### config.mk
export PLATFORM = sky130hd
export DESIGN_NAME = mesi_line_ctrl
export DESIGN_NICKNAME = d
export VERILOG_FILES = /design/src/rtl/mesi_pkg.sv /design/src/rtl/mesi_line_dp.sv /design/src/rtl/mesi_line_ctl.sv /design/src/rtl/mesi_line_ctrl.sv
export SDC_FILE = /design/constraint.sdc
export NUM_CORES = 1
export LEC_CHECK = 0
export ABC_AREA = 0
export BUFFER_PORTS_ARGS = -buffer_cell sky130_fd_sc_hd__clkbuf_2
export CAP_MARGIN = 20
export CORE_MARGIN = 8
export CORE_UTILIZATION = 50
export DETAILED_ROUTE_END_ITERATION = 8
export PLACE_DENSITY = 0.93
export SLEW_MARGIN = 20
export SYNTH_ARGS = -nofsm -noshare
export SYNTH_HDL_FRONTEND = slang
export SYNTH_SLANG_ARGS = --single-unit
export TNS_END_PERCENT = 100
### constraint.sdc
create_clock -name clk -period 3.9 [get_ports clk]
set_input_delay 0.195 -clock clk [delete_from_list [all_inputs] [get_ports clk]]
set_output_delay 0.195 -clock clk [all_outputs]
set_load 0.005 [all_outputs]
### src/rtl/mesi_pkg.sv
package mesi_pkg;

  typedef enum logic [1:0] {
    LS_INV = 2'd0,
    LS_SHR = 2'd1,
    LS_EXC = 2'd2,
    LS_MOD = 2'd3
  } lineState_t;

  typedef enum logic [1:0] {
    BC_NONE = 2'd0,
    BC_RD   = 2'd1,
    BC_RDX  = 2'd2,
    BC_WB   = 2'd3
  } busCmd_t;

  localparam logic SNP_RD  = 1'b0;
  localparam logic SNP_RDX = 1'b1;

  // strobes from control to the tag datapath
  typedef struct packed {
    logic loadTag;   // capture cpuTag at the end of the cycle
    logic selOld;    // bus carries the held tag instead of cpuTag
  } dpStrobe_t;

endpackage

### src/rtl/mesi_line_dp.sv
module mesi_line_dp
  import mesi_pkg::*;
#(
  parameter int TAG_W = 12
) (
  input  logic             clk,
  input  logic             rstN,
  input  dpStrobe_t        strobe,
  input  logic [TAG_W-1:0] cpuTag,
  input  logic [TAG_W-1:0] snpTag,
  output logic             cpuMatch,
  output logic             snpMatch,
  output logic [TAG_W-1:0] busTag
);

  logic [TAG_W-1:0] tagQ;

  always_ff @(posedge clk) begin
    if (!rstN) tagQ <= '0;
    else if (strobe.loadTag) tagQ <= cpuTag;
  end

  always_comb begin
    cpuMatch = (tagQ == cpuTag);
    snpMatch = (tagQ == snpTag);
    busTag   = strobe.selOld ? tagQ : cpuTag;
  end

endmodule

### src/rtl/mesi_line_ctl.sv
module mesi_line_ctl
  import mesi_pkg::*;
(
  input  logic       clk,
  input  logic       rstN,
  input  logic       cpuReq,
  input  logic       cpuWr,
  input  logic       cpuMatch,
  input  logic       snpValid,
  input  logic       snpCmd,
  input  logic       snpMatch,
  input  logic       busGrant,
  input  logic       busShared,
  output lineState_t stateQ,
  output dpStrobe_t  strobe,
  output logic       cpuDone,
  output logic       cpuHit,
  output logic       busReq,
  output logic       busValid,
  output busCmd_t    busCmd,
  output logic       flushStb,
  output logic       sharedOut
);

  lineState_t stateD;
  logic lineValid, snpAct, rdOk, wrOk;

  // decision logic
  always_comb begin
    lineValid = (stateQ != LS_INV);
    snpAct    = snpValid && snpMatch && lineValid;
    cpuHit    = cpuReq && cpuMatch && lineValid;
    rdOk      = cpuHit && !cpuWr;
    wrOk      = cpuHit && cpuWr && (stateQ == LS_MOD || stateQ == LS_EXC);
    cpuDone   = (rdOk || wrOk) && !snpAct;

    busCmd = BC_NONE;
    if (cpuReq && !(rdOk || wrOk)) begin
      if (stateQ == LS_MOD && !cpuMatch)      busCmd = BC_WB;
      else if (!cpuMatch || !lineValid)       busCmd = cpuWr ? BC_RDX : BC_RD;
      else                                    busCmd = BC_RDX;   // write upgrade from Shared
    end
    busReq   = (busCmd != BC_NONE);
    busValid = busReq && busGrant && !snpAct;

    sharedOut = snpAct && (snpCmd == SNP_RD);
    flushStb  = (snpAct && stateQ == LS_MOD) || (busValid && busCmd == BC_WB);

    strobe.selOld  = (busCmd == BC_WB);
    strobe.loadTag = busValid && (busCmd == BC_RD || busCmd == BC_RDX);
  end

  // next state: snoop first, then own bus transaction, then silent upgrade
  always_comb begin
    stateD = stateQ;
    if (snpAct) begin
      stateD = (snpCmd == SNP_RD) ? LS_SHR : LS_INV;
    end else if (busValid) begin
      unique case (busCmd)
        BC_WB:   stateD = LS_INV;
        BC_RD:   stateD = busShared ? LS_SHR : LS_EXC;
        BC_RDX:  stateD = LS_MOD;
        default: stateD = stateQ;
      endcase
    end else if (wrOk && stateQ == LS_EXC) begin
      stateD = LS_MOD;
    end
  end

  always_ff @(posedge clk) begin
    if (!rstN) stateQ <= LS_INV;
    else       stateQ <= stateD;
  end

endmodule

### src/rtl/mesi_line_ctrl.sv
module mesi_line_ctrl
  import mesi_pkg::*;
#(
  parameter int TAG_W = 12
) (
  input  logic             clk,
  input  logic             rstN,
  input  logic             cpuReq,
  input  logic             cpuWr,
  input  logic [TAG_W-1:0] cpuTag,
  output logic             cpuDone,
  output logic             cpuHit,
  output logic             busReq,
  input  logic             busGrant,
  output logic             busValid,
  output logic [1:0]       busCmd,
  output logic [TAG_W-1:0] busTag,
  input  logic             busShared,
  output logic             flushStb,
  input  logic             snpValid,
  input  logic             snpCmd,
  input  logic [TAG_W-1:0] snpTag,
  output logic             sharedOut,
  output logic [1:0]       lineState
);

  dpStrobe_t  strobe;
  lineState_t stateQ;
  busCmd_t    cmdE;
  logic       cpuMatch, snpMatch;

  mesi_line_dp #(.TAG_W(TAG_W)) u_dp (
    .clk(clk), .rstN(rstN), .strobe(strobe),
    .cpuTag(cpuTag), .snpTag(snpTag),
    .cpuMatch(cpuMatch), .snpMatch(snpMatch), .busTag(busTag)
  );

  mesi_line_ctl u_ctl (
    .clk(clk), .rstN(rstN),
    .cpuReq(cpuReq), .cpuWr(cpuWr), .cpuMatch(cpuMatch),
    .snpValid(snpValid), .snpCmd(snpCmd), .snpMatch(snpMatch),
    .busGrant(busGrant), .busShared(busShared),
    .stateQ(stateQ), .strobe(strobe),
    .cpuDone(cpuDone), .cpuHit(cpuHit),
    .busReq(busReq), .busValid(busValid), .busCmd(cmdE),
    .flushStb(flushStb), .sharedOut(sharedOut)
  );

  assign busCmd    = cmdE;
  assign lineState = stateQ;

endmodule

# After elaboration in Yosys (flattened, before gate mapping)
# Index checks and enable logic that the tools add are counted.
# word_totals
wordCells,53
reg_bits,14
# classes
mux,11
n_bitwise,1
eq_ne,8
n_reduce_logical,31
# ops
operator,n
$eq 12x12->1,2
$logic_and 1x1->1,17
$mux 2,8
$mux 12,1
$eq 2x2->1 const B,4
$pmux 2 s3,1
$logic_not 1->1,5
$logic_or 1x1->1,5
$ne 5x1->1 const B,1
$reduce_bool 2->1,2
$reduce_bool 3->1,1
$eq 2x1->1 const B,1
$reduce_and 2->1,1
$mux 1,1
$not 1->1,1

# Depth between registers and ports, before layout
# Gate-level depths: netlist of the first run.
# depth
word_depth,14
depth_mapped,13

# Cells and area by module
# Synthesis of the first run repeated with hierarchy kept, for this count alone.
# unflattened
cells_unflattened,124
hier_area_um2,1176.1
# by_module_without_submodules
module,instances,area_per_inst_um2,cells_per_inst,seq_area_each_um2
mesi_line_dp,1,850.8,83,240.2
mesi_line_ctl,1,325.3,41,40.0

# Worst setup path after synthesis of the first run
# No wires, ideal clock.
# synth_timing
kind,register -> register
startpoint,register u_dp.tagQ[11]
endpoint,register u_dp.tagQ[0]
stages_incl_launch_ff,14
slack_ps,1406
n_path_buf,1
arrival_time_ps,2378
setup_ps,116
period_less_slack_ps,2494
path_cell_list,dfxtp_1 > xor2_1 > nor4_1 > nand2_1 > nor2_1 > a21oi_1 > o21ai_0 > ha_1 > nor2b_1 > and2_1 > o41ai_4 > buf_6 > mux2i_1 > nor2b_1
# synth_via
elab_chain_len,13
word_cells_on_any_way,26
classes_between,eq/ne: 4; mux: 3; reduce/logical: 19
# synth_lines
item,line,source
start: declaration,mesi_line_dp.sv:16,logic [TAG_W-1:0] tagQ;
start signal: assignment,mesi_line_dp.sv:20,else if (strobe.loadTag) tagQ <= cpuTag;
$eq 12x12->1,mesi_line_dp.sv:24,cpuMatch = (tagQ == cpuTag);
$logic_and 1x1->1 (2 in series),mesi_line_ctl.sv:32,cpuHit = cpuReq && cpuMatch && lineValid;
$logic_and 1x1->1 (2 in series),mesi_line_ctl.sv:34,wrOk = cpuHit && cpuWr && (stateQ == LS_MOD || stateQ == LS_EXC);
$logic_or 1x1->1,mesi_line_ctl.sv:38,if (cpuReq && !(rdOk || wrOk)) begin
$logic_not 1->1,mesi_line_ctl.sv:38,
$logic_and 1x1->1,mesi_line_ctl.sv:38,
$mux 2,mesi_line_ctl.sv:38,
$reduce_bool 2->1,mesi_line_ctl.sv:43,busReq = (busCmd != BC_NONE);
$logic_and 1x1->1 (2 in series),mesi_line_ctl.sv:44,busValid = busReq && busGrant && !snpAct;
$logic_and 1x1->1 (*),mesi_line_ctl.sv:50,strobe.loadTag = busValid && (busCmd == BC_RD || busCmd == BC_RDX);
# Every way passes the cells marked *; elsewhere a longest branch is shown, timed or not.
# A chain may end at the register's enable or synchronous reset.

# Worst setup path in the final report of the first run
# layout_timing
startpoint,register u_dp.tagQ[8]
endpoint,register u_dp.tagQ[7]
# Same word-level chain as after synthesis.

==> results of run 1 <==
==> layout make-up <==
| type | count | area share |
|---|---|---|
| inverter | 3 | 0.00744 |
| tap | 28 | 0.0231 |
| clock buffer | 4 | 0.0240 |
| timing repair buffer | 53 | 0.175 |
| multi-input combinational | 106 | 0.585 |
| sequential | 14 | 0.185 |
==> sequential cells by signal, summed over array words and instances (netlist names) <==
name          count
u_ctl.stateQ      2
u_dp.tagQ        12
==> logic make-up after synthesis <==
group,Yosys count
buf+inv,6
compound gates,14
simple gates,39
xor+xnor,24
fa+ha+maj,5
mux,24
flops,14
==> through the flow <==
step           cell area [um^2]  power [W]  worst slack, ps
3_3_place_gp               1480   0.000248             1160
6_report                   1510   0.000357              786
2_1_floorplan              1200   0.000211             1410
4_1_cts                    1510   0.000357              817
5_1_grt                    1510   0.000375              526
3_5_place_dp               1480   0.000253              966
==> Yosys cell counts <==
library cell	n	area share
nor2b_1	16	0.084
dfxtp_1	14	0.23
xor2_1	13	0.095
mux2_2	12	0.11
mux2i_1	12	0.10
xnor2_1	11	0.081
nand2_1	6	0.019
ha_1	5	0.052
o21ai_0	4	0.017
a21o_1	3	0.019
inv_1	3	0.0094
a21oi_1	2	0.0084
a22oi_1	2	0.013
and2_1	2	0.010
clkbuf_1	2	0.0063
nand4_1	2	0.010
nor3b_1	2	0.013
nor4_1	2	0.010
nor4_2	2	0.021
o21a_1	2	0.013
and2b_1	1	0.0063
and3_1	1	0.0052
buf_6	1	0.0094
nand4_2	1	0.010
nor2_1	1	0.0031
nor3_1	1	0.0042
o41ai_4	1	0.023
or2_2	1	0.0052
or3_1	1	0.0052
==> worst reg2reg max path: stages (launching register included) <==
cell	delay, ps
dfxtp_1	360
xor2_1	190
nor4_1	410
nand2_1	120
nor2_1	240
a21oi_1	130
o21ai_0	420
ha_1	260
nor2b_1	100
and2_1	220
o41ai_4	190
mux2i_1	320
nor2b_1	70
==> report_power, final <==
| part | leakage (nW) | switching [W] | internal (W) |
|---|---|---|---|
| clock network | 0.0210 | 0.0000488 | 0.0000568 |
| registers | 0.113 | 0.00000644 | 0.000147 |
| logic | 0.651 | 0.0000469 | 0.0000505 |
| total | 0.786 | 0.000102 | 0.000255 |
==> layer usage <==
layer / vias to the layer above / routed length [um] / GRT usage
met2: 51 / 1820 / 0.293
met4: 0 / 72 / 0.0736
li1: 546 / - / -
met1: 549 / 1350 / 0.175
met5: - / 0 / 0
met3: 10 / 197 / 0.0447
==> worst paths after layout <==
| kind | cells past startpoint | start | end | slack [ps] |
|---|---|---|---|---|
| hold reg to reg | 2 | u_dp.tagQ[8] | u_dp.tagQ[8] | 590 |
| hold / removal | 3 | cpuTag[8] | u_dp.tagQ[8] | 210 |
| setup / recovery | 12 | u_dp.tagQ[8] | u_dp.tagQ[7] | 790 |
| setup reg to reg | 12 | u_dp.tagQ[8] | u_dp.tagQ[7] | 790 |
==> out/metrics.yaml, run 1 <==
outcome: "complete, no violations"
synth_top_family_by_area: "multiplexers"
fill_cells: 192
cts_tree: "built"
num-nets-final: 218
finalClockSkew_ps: 4.75
initial_core_util: 0.536
post_cts_resized: 0
critPathMaxFanout: 12
syn_to_final_growth_pct: 26.6
drive_gt1_frac: 0.411
gp_congestion: 0.895
ys_seq_elements: 14
leakagePower_nw: 0.786
routedWlPerCell_um: 16.6
setup_viol: 0
regArea_um2: 280
setup_tns_ps: 0
drc: 0
synthAdderAreaFrac: 0.0523
vias: 1156
synth_cell_type_count: 29
track_usage: 0.164
port_buffers: 53
worst_path_max_delay_cell: "o21ai_0"
synth_compound_area_frac: 0.0921
syn-num-nets: 163
multi_input_area_um2: 886
drt-vias-per-instance: 5.56
period_minus_slack_ps: 3110
die_x_um: 64.9
synth-xor-area-share: 0.176
min_path_type: "input pin to register"
hold_violations: 0
avgSynthCellArea_um2: 9.49
cp_cell_sequence: "xor2_1 > nor4_1 > nand2_1 > nor2_1 > a21oi_1 > o21ai_0 > ha_1 > nor2b_1 > and2_1 > o41ai_4 > mux2i_1 > nor2b_1"
cts_root_buf: "clkbuf_4"
antenna_found_initial: 0
core_area_um2: 2230
crit_type: "register to register"
pwr_density_cell_nw_per_um2: 236
clk_latency_ps: 280
crit_family: "simple AND/OR/NAND/NOR gates"
grt_pass1_wl_um: 5610
clockBufferDepth: 2
postRouteAntennaNets: 0
rsz0062_at_grt: "false"
synthCells: 126
io_pins: 54
post-route-period-util: 0.799
row_count: 17
finalMaxSlewViolations: 0
diodes: 0
syn_area_um2: 1200
crit_required_ps: 4080
drt-pass1-iter-count: 4
yosys.area_share.simple: 0.207
grt_max_degree: 15
fmax_ghz: 0.321
clk_pin_slew_ps: 80
setup.worst_path.end_class: "register"
ir_worst_vdd_mv: 0.235
critPathLaunchType: "register"
die_area_um2: 4210
critical-path-max-stage-delay_ps: 420
maxCapViolCount: 0
yosysWarnings: 0
final_util: 0.678
routed_wl_um: 3440
worst_pin_slew_ps: 1040
mostFrequentLayoutCell: "clkbuf_2"
stdcell_count: 208
post-place-cells: 204
cts-buffers-inserted: 3
layout_common_cells: "53 x clkbuf_2, 16 x nor2b_1, 14 x dfxtp_1"
hold_slack_ps: 215
crit_top_cell: "nor2b_1"
cts_hold_repair.buffers: 0
post_cts_buffers: 0
relSlewSlack: 0.306
initialDrtViolationCount: 63
cp_num_buf_inv: 0
die_h_um: 64.9
synth_seq_area_share: 0.234
grt_overflow: 0
hpwl_um: 2750
htreeDepth: 1
synth_mux_area_frac: 0.213
cp.arrival_ps: 3290
cts_sinks: 14
grt_pass1_vias: 1274
(Power assumes the default switching activity.)
==> inputs of run 2 (changes only) <==
--- a/config.mk
+++ b/config.mk
@@ -5,13 +5,13 @@
 export SDC_FILE = /design/constraint.sdc
 export NUM_CORES = 1
 export LEC_CHECK = 0
-export ABC_AREA = 0
+export ABC_AREA = 1
 export BUFFER_PORTS_ARGS = -buffer_cell sky130_fd_sc_hd__clkbuf_2
 export CAP_MARGIN = 20
 export CORE_MARGIN = 8
-export CORE_UTILIZATION = 50
+export CORE_UTILIZATION = 49
 export DETAILED_ROUTE_END_ITERATION = 8
-export PLACE_DENSITY = 0.93
+export PLACE_DENSITY = 0.89
 export SLEW_MARGIN = 20
 export SYNTH_ARGS = -nofsm -noshare
 export SYNTH_HDL_FRONTEND = slang
==> constraint.sdc (replaced) <==
create_clock -name clk -period 3.1 [get_ports clk]
set_input_delay 0.155 -clock clk [delete_from_list [all_inputs] [get_ports clk]]
set_output_delay 0.155 -clock clk [all_outputs]
set_load 0.005 [all_outputs]
==> run 2 against run 1 <==
  * Largest power group unchanged
  * Critical path type is now register to output port
  * First-iteration DRC count grew 95%
  * Synthesized cell count grew 110%
  * Largest cell class unchanged
  * Power grew 42%
  * Sequential cell count is the same
  * Wire length grew 6.1%
  * Critical endpoint is now busTag[10]
  * Die area grew 16%
  * Worst hold slack lost 92 ps
  * Clock skew shrank 1.9 ps
  * Combinational power grew 67%
  * Global-route usage shrank 1.1 points
  * Cell area grew 15%
==> out/metrics.yaml, run 2 <==
synth_cell_type_count: 25  # was 29
num-nets-final: 351  # was 218
synthAdderAreaFrac: 0.0439  # was 0.0523
setup_viol: 0  # unchanged
row_count: 19  # was 17
clk_latency_ps: 290  # was 280 ps
drt-vias-per-instance: 4.83  # was 5.56
pwr_density_cell_nw_per_um2: 291  # was 236 nW/um^2
top_regs: "u_dp.tagQ (12), u_ctl.stateQ (2)"  # unchanged
crit_required_ps: 2940  # was 4080 ps
post_cts_resized: 0  # unchanged
routedWlPerCell_um: 10.6  # was 16.6 um
post_cts_buffers: 0  # unchanged
fmax_ghz: 0.371
die_area_um2: 4890  # was 4210 um^2
leakagePower_nw: 1.00  # was 0.786 nW
crit_family: "simple AND/OR/NAND/NOR gates"  # unchanged
gp_congestion: 0.879  # was 0.895
crit_type: "register to output port"  # was register to register
ys_top_cells_by_count: "93 x nand2_1, 52 x inv_1, 20 x nor2_1"  # was 16 x nor2b_1, 14 x dfxtp_1, 13 x xor2_1
ir_worst_vdd_mv: 0.273  # was 0.235 mV
rsz0062_at_grt: "false"  # unchanged
period_minus_slack_ps: 2700
yosys.area_share.simple: 0.404  # was 0.207
cts_tree: "built"  # unchanged
fill_cells: 259  # was 192
grt_pass1_vias: 1569  # was 1274
worst_pin_slew_ps: 528  # was 1040 ps
grt_pass1_wl_um: 6530  # was 5610 um
setup.worst_path.end_class: "output port"  # was register
cts_sinks: 14  # unchanged
min_path_type: "input pin to register"  # unchanged
finalClockSkew_ps: 2.83  # was 4.75 ps
avgSynthCellArea_um2: 5.46  # was 9.49 um^2
setup_tns_ps: 0  # unchanged
htreeDepth: 1  # unchanged
final_util: 0.629  # was 0.678
drt-pass1-iter-count: 4  # unchanged
syn-num-nets: 298  # was 163
cts_hold_repair.buffers: 0  # unchanged
synth_mux_area_frac: 0  # was 0.213
relSlewSlack: 0.647  # was 0.306
synth_top_flop_cell: "dfxtp_1"  # unchanged
hpwl_um: 3020  # was 2750 um
worst_path_max_delay_cell: "dfxtp_1"  # was o21ai_0
synth-edff-count: 0  # unchanged
cp.arrival_ps: 2540  # was 3290 ps
vias: 1663  # was 1156
clk_pin_slew_ps: 90  # was 80 ps
synthCells: 261  # was 126
crit_top_cell: "nand2_1"  # was nor2b_1
synth-xor-area-share: 0.0246  # was 0.176
cts_root_buf: "clkbuf_4"  # unchanged
outcome: "complete, no violations"  # unchanged
syn_area_um2: 1430  # was 1200 um^2
grt_overflow: 0  # unchanged
post-route-period-util: 0.871
layout_common_cells: "93 x nand2_1, 53 x clkbuf_2, 52 x inv_1"  # was 53 x clkbuf_2, 16 x nor2b_1, 14 x dfxtp_1
hold_violations: 0  # unchanged
synth_area_leaders: "nand2_1 24%, dfxtp_1 20%, inv_1 14%, o21ai_0 6.0%, nor2_1 5.3%"  # was dfxtp_1 23%, mux2_2 11%, mux2i_1 10%, xor2_1 9.5%, nor2b_1 8.4%
initialDrtViolationCount: 123  # was 63
netlist.area_leader.share: 0.245  # was 0.234
synth-async-reset-ratio: 0  # unchanged
yosysTopAreaCell: "nand2_1"  # was dfxtp_1
cp_cell_sequence: "inv_1 > nand2_1 > nand2_1 > nor2_1 > nand2_1 > nor2_2 > nand3_2 > nor2_4 > o21ai_1 > nand2_1 > inv_1 > nand2_1 > inv_1 > ha_2 > o21ai_0 > clkbuf_2"  # was xor2_1 > nor4_1 > nand2_1 > nor2_1 > a21oi_1 > o21ai_0 > ha_1 > nor2b_1 > and2_1 > o41ai_4 > mux2i_1 > nor2b_1
track_usage: 0.152  # was 0.164
port_buffers: 53  # unchanged
critPathLaunchType: "register"  # unchanged
largest_reg_flops: 12  # unchanged
initial_core_util: 0.517  # was 0.536
ys_seq_elements: 14  # unchanged
postRouteAntennaNets: 0  # unchanged
drc: 0  # unchanged
yosysWarnings: 0  # unchanged
core_area_um2: 2760  # was 2230 um^2
cts-buffers-inserted: 3  # unchanged
finalMaxSlewViolations: 0  # unchanged
io_pins: 54  # unchanged
synth_top_family_by_area: "simple AND/OR/NAND/NOR gates"  # was multiplexers
syn_to_final_growth_pct: 21.7  # was 26.6%
die_h_um: 69.9  # was 64.9 um
yosysMostFrequentCell: "nand2_1"  # was nor2b_1
grt_max_degree: 27  # was 15
diodes: 0  # unchanged
routed_wl_um: 3650  # was 3440 um
clockBufferDepth: 2  # unchanged
synth_seq_area_share: 0.197  # was 0.234
critical-path-max-stage-delay_ps: 400  # was 420 ps
mostFrequentLayoutCell: "nand2_1"  # was clkbuf_2
die_x_um: 69.9  # was 64.9 um
cp_num_buf_inv: 4  # was 0
critPathMaxFanout: 26  # was 12
maxCapViolCount: 0  # unchanged
synth_compound_area_frac: 0.165  # was 0.0921
top_register: "u_dp.tagQ"  # unchanged
drive_gt1_frac: 0.224  # was 0.411
antenna_found_initial: 0  # unchanged
==> run 2: changes by cell type after synthesis, sizes merged, moves of 12 or more <==
| cell | before | now |
|---|---|---|
| mux2i | 12 | 0 |
| a21oi | 2 | 14 |
| inv | 3 | 54 |
| xor2 | 13 | 0 |
| mux2 | 12 | 0 |
| nand2 | 6 | 96 |
| nor2 | 1 | 26 |
| nor2b | 16 | 0 |
| o21ai | 4 | 27 |
==> run 2: layer usage <==
metal / wire length, um / vias to the layer above / GRT usage
li1: - / 895 / -
met4: 27 / 0 / 0.0357
met3: 226 / 2 / 0.0494
met2: 1770 / 42 / 0.264
met5: 0 / - / 0
met1: 1630 / 724 / 0.176
==> run 2: area by class of cell <==
class	count	area (um^2)	share of cell area
Timing Repair Buffer	53	265	0.153
Sequential cell	14	280	0.162
Tap cell	31	38.8	0.0224
Inverter	54	203	0.117
Clock buffer	4	36.3	0.0209
Multi-Input combinational cell	188	911	0.525
==> run 2: power breakdown <==
group | switching, W | internal [W]
Sequential | 0.0000140 | 0.000191
Combinational | 0.0000957 | 0.0000673
Clock | 0.0000658 | 0.0000715
==> run 2: final timing paths <==
| path | from | end | slack [ps] | cells past startpoint |
|---|---|---|---|---|
| setup / recovery | u_dp.tagQ[0] | busTag[10] | 400 | 16 |
| hold / removal | cpuTag[10] | u_dp.tagQ[10] | 120 | 3 |
| setup reg to reg | u_dp.tagQ[3] | u_dp.tagQ[4] | 500 | 17 |
| hold reg to reg | u_dp.tagQ[8] | u_dp.tagQ[8] | 580 | 2 |
==> run 2: cells by family (layout without fill, tap and decap cells) <==
| group | Yosys count | count (layout) |
|---|---|---|
| xor gates and xnor gates | 4 | 4 |
| adders and majority gates | 5 | 5 |
| and+or+nand+nor | 134 | 134 |
| AOI/OAI and AO/OA | 45 | 45 |
| buffers and inverters | 59 | 111 |
| DFF | 14 | 14 |
==> run 2: worst min-delay path: cells and delay by family <==
family,cells,cell delay [ps]
compound gates,1,50
buf+inv,2,150
==> run 2: per-stage QoR <==
step / cells / total power, W / cell area [um^2] / setup WS (ps) / hold WS, ps
2_1_floorplan: 261 / 0.000314 / 1430 / 925 / 293
3_3_place_gp: 340 / 0.000369 / 1700 / 484 / 422
3_5_place_dp: 340 / 0.000372 / 1700 / 410 / 431
4_1_cts: 344 / 0.000510 / 1730 / 185 / 116
5_1_grt: 344 / 0.000546 / 1730 / 46.9 / 119
6_report: 344 / 0.000505 / 1730 / 401 / 123
==> inputs of run 3 (changes only) <==
--- a/config.mk
+++ b/config.mk
@@ -8,11 +8,11 @@
 export ABC_AREA = 1
 export BUFFER_PORTS_ARGS = -buffer_cell sky130_fd_sc_hd__clkbuf_2
 export CAP_MARGIN = 20
+export CORE_ASPECT_RATIO = 1.25
 export CORE_MARGIN = 8
 export CORE_UTILIZATION = 49
 export DETAILED_ROUTE_END_ITERATION = 8
-export PLACE_DENSITY = 0.89
-export SLEW_MARGIN = 20
+export PLACE_DENSITY = 0.82
 export SYNTH_ARGS = -nofsm -noshare
 export SYNTH_HDL_FRONTEND = slang
 export SYNTH_SLANG_ARGS = --single-unit
==> run 3 against run 2 <==
  * Die area is 0.22% higher
  * Count of clock-buffer cells in the layout decreased by 1
  * Sequential power about the same
  * Critical endpoint is now busTag[4]
==> out/metrics.yaml, run 3 (synthesis gave the netlist of run 2 again) <==
maxCapViolCount: 0  # unchanged
grt_max_degree: 27  # unchanged
stdcell_count: 348  # was 344
ir_worst_vdd_mv: 0.188  # was 0.273 mV
pwr_density_cell_nw_per_um2: 275  # was 291 nW/um^2
diodes: 0  # unchanged
die_area_um2: 4900  # was 4890 um^2
routedWlPerCell_um: 10.6  # about the same
top_register: "u_dp.tagQ"  # unchanged
grt_pass1_vias: 1571  # was 1569
num-nets-final: 351  # unchanged
largest_reg_flops: 12  # unchanged
initial_core_util: 0.498  # was 0.517
mostFrequentLayoutCell: "nand2_1"  # unchanged
drt-vias-per-instance: 4.74  # was 4.83
htreeDepth: 1  # unchanged
clk_pin_slew_ps: 90  # about the same
hpwl_um: 3040  # was 3020 um
r2r_start: "u_dp.tagQ[4]"  # was u_dp.tagQ[3]
fmax_ghz: 0.367  # was 0.371 GHz
grt.busiest_layer: "met2"  # unchanged
leakagePower_nw: 0.996  # was 1.00 nW
rr_endpoint: "u_dp.tagQ[5]"  # was u_dp.tagQ[4]
grt_util_met1: 0.157  # was 0.176
grt_overflow: 0  # unchanged
antenna_found_initial: 0  # unchanged
outcome: "complete, no violations"  # unchanged
die_h_um: 76.3  # was 69.9 um
finalClockSkew_ps: 2.12  # was 2.83 ps
finalMaxSlewViolations: 0  # unchanged
min_from: "cpuTag[10]"  # unchanged
drive_gt1_frac: 0.221  # was 0.224
met2_usage: 0.279  # was 0.264
critPathLaunchType: "register"  # unchanged
crit_type: "register to output port"  # unchanged
core_area_um2: 2860  # was 2760 um^2
hold_end: "u_dp.tagQ[10]"  # unchanged
clockBufferDepth: 2  # unchanged
setup_tns_ps: 0  # unchanged
worstHoldPathCells: 3  # unchanged
cp.arrival_ps: 2570  # was 2540 ps
regArea_um2: 280  # unchanged
cp_cell_sequence: "inv_1 > nand2_1 > nand2_1 > nor2_1 > nand2_1 > nor2_2 > nand3_2 > nor2_4 > o21ai_1 > nand2_1 > inv_1 > nand2_1 > inv_1 > ha_2 > o21ai_0 > clkbuf_2"  # unchanged
r2r_cells: 18  # was 17
grt_pass1_wl_um: 6270  # was 6530 um
min_path_type: "input pin to register"  # unchanged
post-place-cells: 345  # was 340
setup_viol: 0  # unchanged
postRouteAntennaNets: 0  # unchanged
drt-pass1-iter-count: 4  # unchanged
post-route-period-util: 0.880  # was 0.871
drc: 0  # unchanged
layout_common_cells: "93 x nand2_1, 53 x clkbuf_2, 52 x inv_1"  # unchanged
routed_wl_um: 3700  # was 3650 um
io_pins: 54  # unchanged
die_x_um: 64.2  # was 69.9 um
initialDrtViolationCount: 78  # was 123
crit_required_ps: 2940  # about the same
crit_top_cell: "nand2_1"  # unchanged
rsz0062_at_grt: "false"  # unchanged
relSlewSlack: 0.661  # was 0.647
cp_num_buf_inv: 4  # unchanged
critPathMaxFanout: 26  # unchanged
syn_to_final_growth_pct: 21.2  # was 21.7%
hold_violations: 0  # unchanged
setup.worst_path.end_class: "output port"  # unchanged
cts_sinks: 14  # unchanged
cts-buffers-inserted: 3  # unchanged
vias: 1650  # was 1663
clk_latency_ps: 290  # about the same
cts_root_buf: "clkbuf_4"  # unchanged
row_count: 22  # was 19
crit_family: "simple AND/OR/NAND/NOR gates"  # unchanged
multi_input_area_um2: 911  # unchanged
top_regs: "u_dp.tagQ (12), u_ctl.stateQ (2)"  # unchanged
port_buffers: 53  # unchanged
worst_path_max_delay_cell: "dfxtp_1"  # unchanged
reg2reg_slack_ps: 530  # was 500 ps
critical-path-max-stage-delay_ps: 410  # was 400 ps
cts_tree: "built"  # unchanged
worst_pin_slew_ps: 508  # was 528 ps
gp_congestion: 0.834  # was 0.879
fill_cells: 319  # was 259
grt_util_met3: 0.0397  # was 0.0494
period_minus_slack_ps: 2730  # was 2700 ps
track_usage: 0.151  # was 0.152
==> run 3: cell types whose count changed in the layout (fill, tap and decap cells not counted) <==
cell,delta
clkbuf_8,-1
==> run 3: layout make-up <==
class | instances | share of cell area
Clock buffer | 3 | 0.0130
Timing Repair Buffer | 53 | 0.154
Inverter | 54 | 0.117
Multi-Input combinational cell | 188 | 0.528
Sequential cell | 14 | 0.162
Tap cell | 36 | 0.0261
==> run 3: through the flow <==
step	setup slack, ps	hold slack (ps)	cell area (um^2)	power, W	utilization
finish	372	131	1730	0.000475	0.603
global route	144	134	1730	0.000511	0.603
CTS	163	130	1720	0.000477	0.602
detailed placement	355	435	1700	0.000373	0.594
global placement	467	428	1700	0.000370	0.594
floorplan	925	293	1430	0.000314	-
==> run 3: tightest hold or removal path, stage by stage <==
cell	delay, ps
clkbuf_2	100
inv_1	60
a21oi_1	50
==> run 3: routing by layer <==
layer	vias to the layer above	routed length, um
li1	895	-
met1	710	1560
met2	41	1850
met3	4	237
met4	0	51
met5	-	0
==> run 3: power breakdown <==
part           total (W)  switching [W]  leakage (nW)  internal, W
logic           0.000162      0.0000951         0.868    0.0000672
registers       0.000205      0.0000142         0.114     0.000191
clock network   0.000107      0.0000622        0.0138    0.0000452
==> run 3: worst max path at each step <==
stage | end | slack (ps) | depth (start not counted) | start
2_1_floorplan | u_ctl.stateQ[0] | 920 | 20 | u_dp.tagQ[0]
3_3_place_gp | u_ctl.stateQ[0] | 470 | 20 | u_dp.tagQ[0]
3_5_place_dp | u_ctl.stateQ[0] | 350 | 20 | u_dp.tagQ[0]
4_1_cts | busTag[11] | 160 | 16 | u_dp.tagQ[0]
5_1_grt | busTag[4] | 140 | 16 | u_dp.tagQ[0]
6_report | busTag[4] | 370 | 16 | u_dp.tagQ[6]
==> run 3: repair_timing <==
item | CTS | global route
setup buffers | 0 | 0
setup endpoints to repair | 0 | 13
gates resized for setup | 0 | 1
hold buffers | 0 | 0
endpoints found under the hold margin | 0 | 0
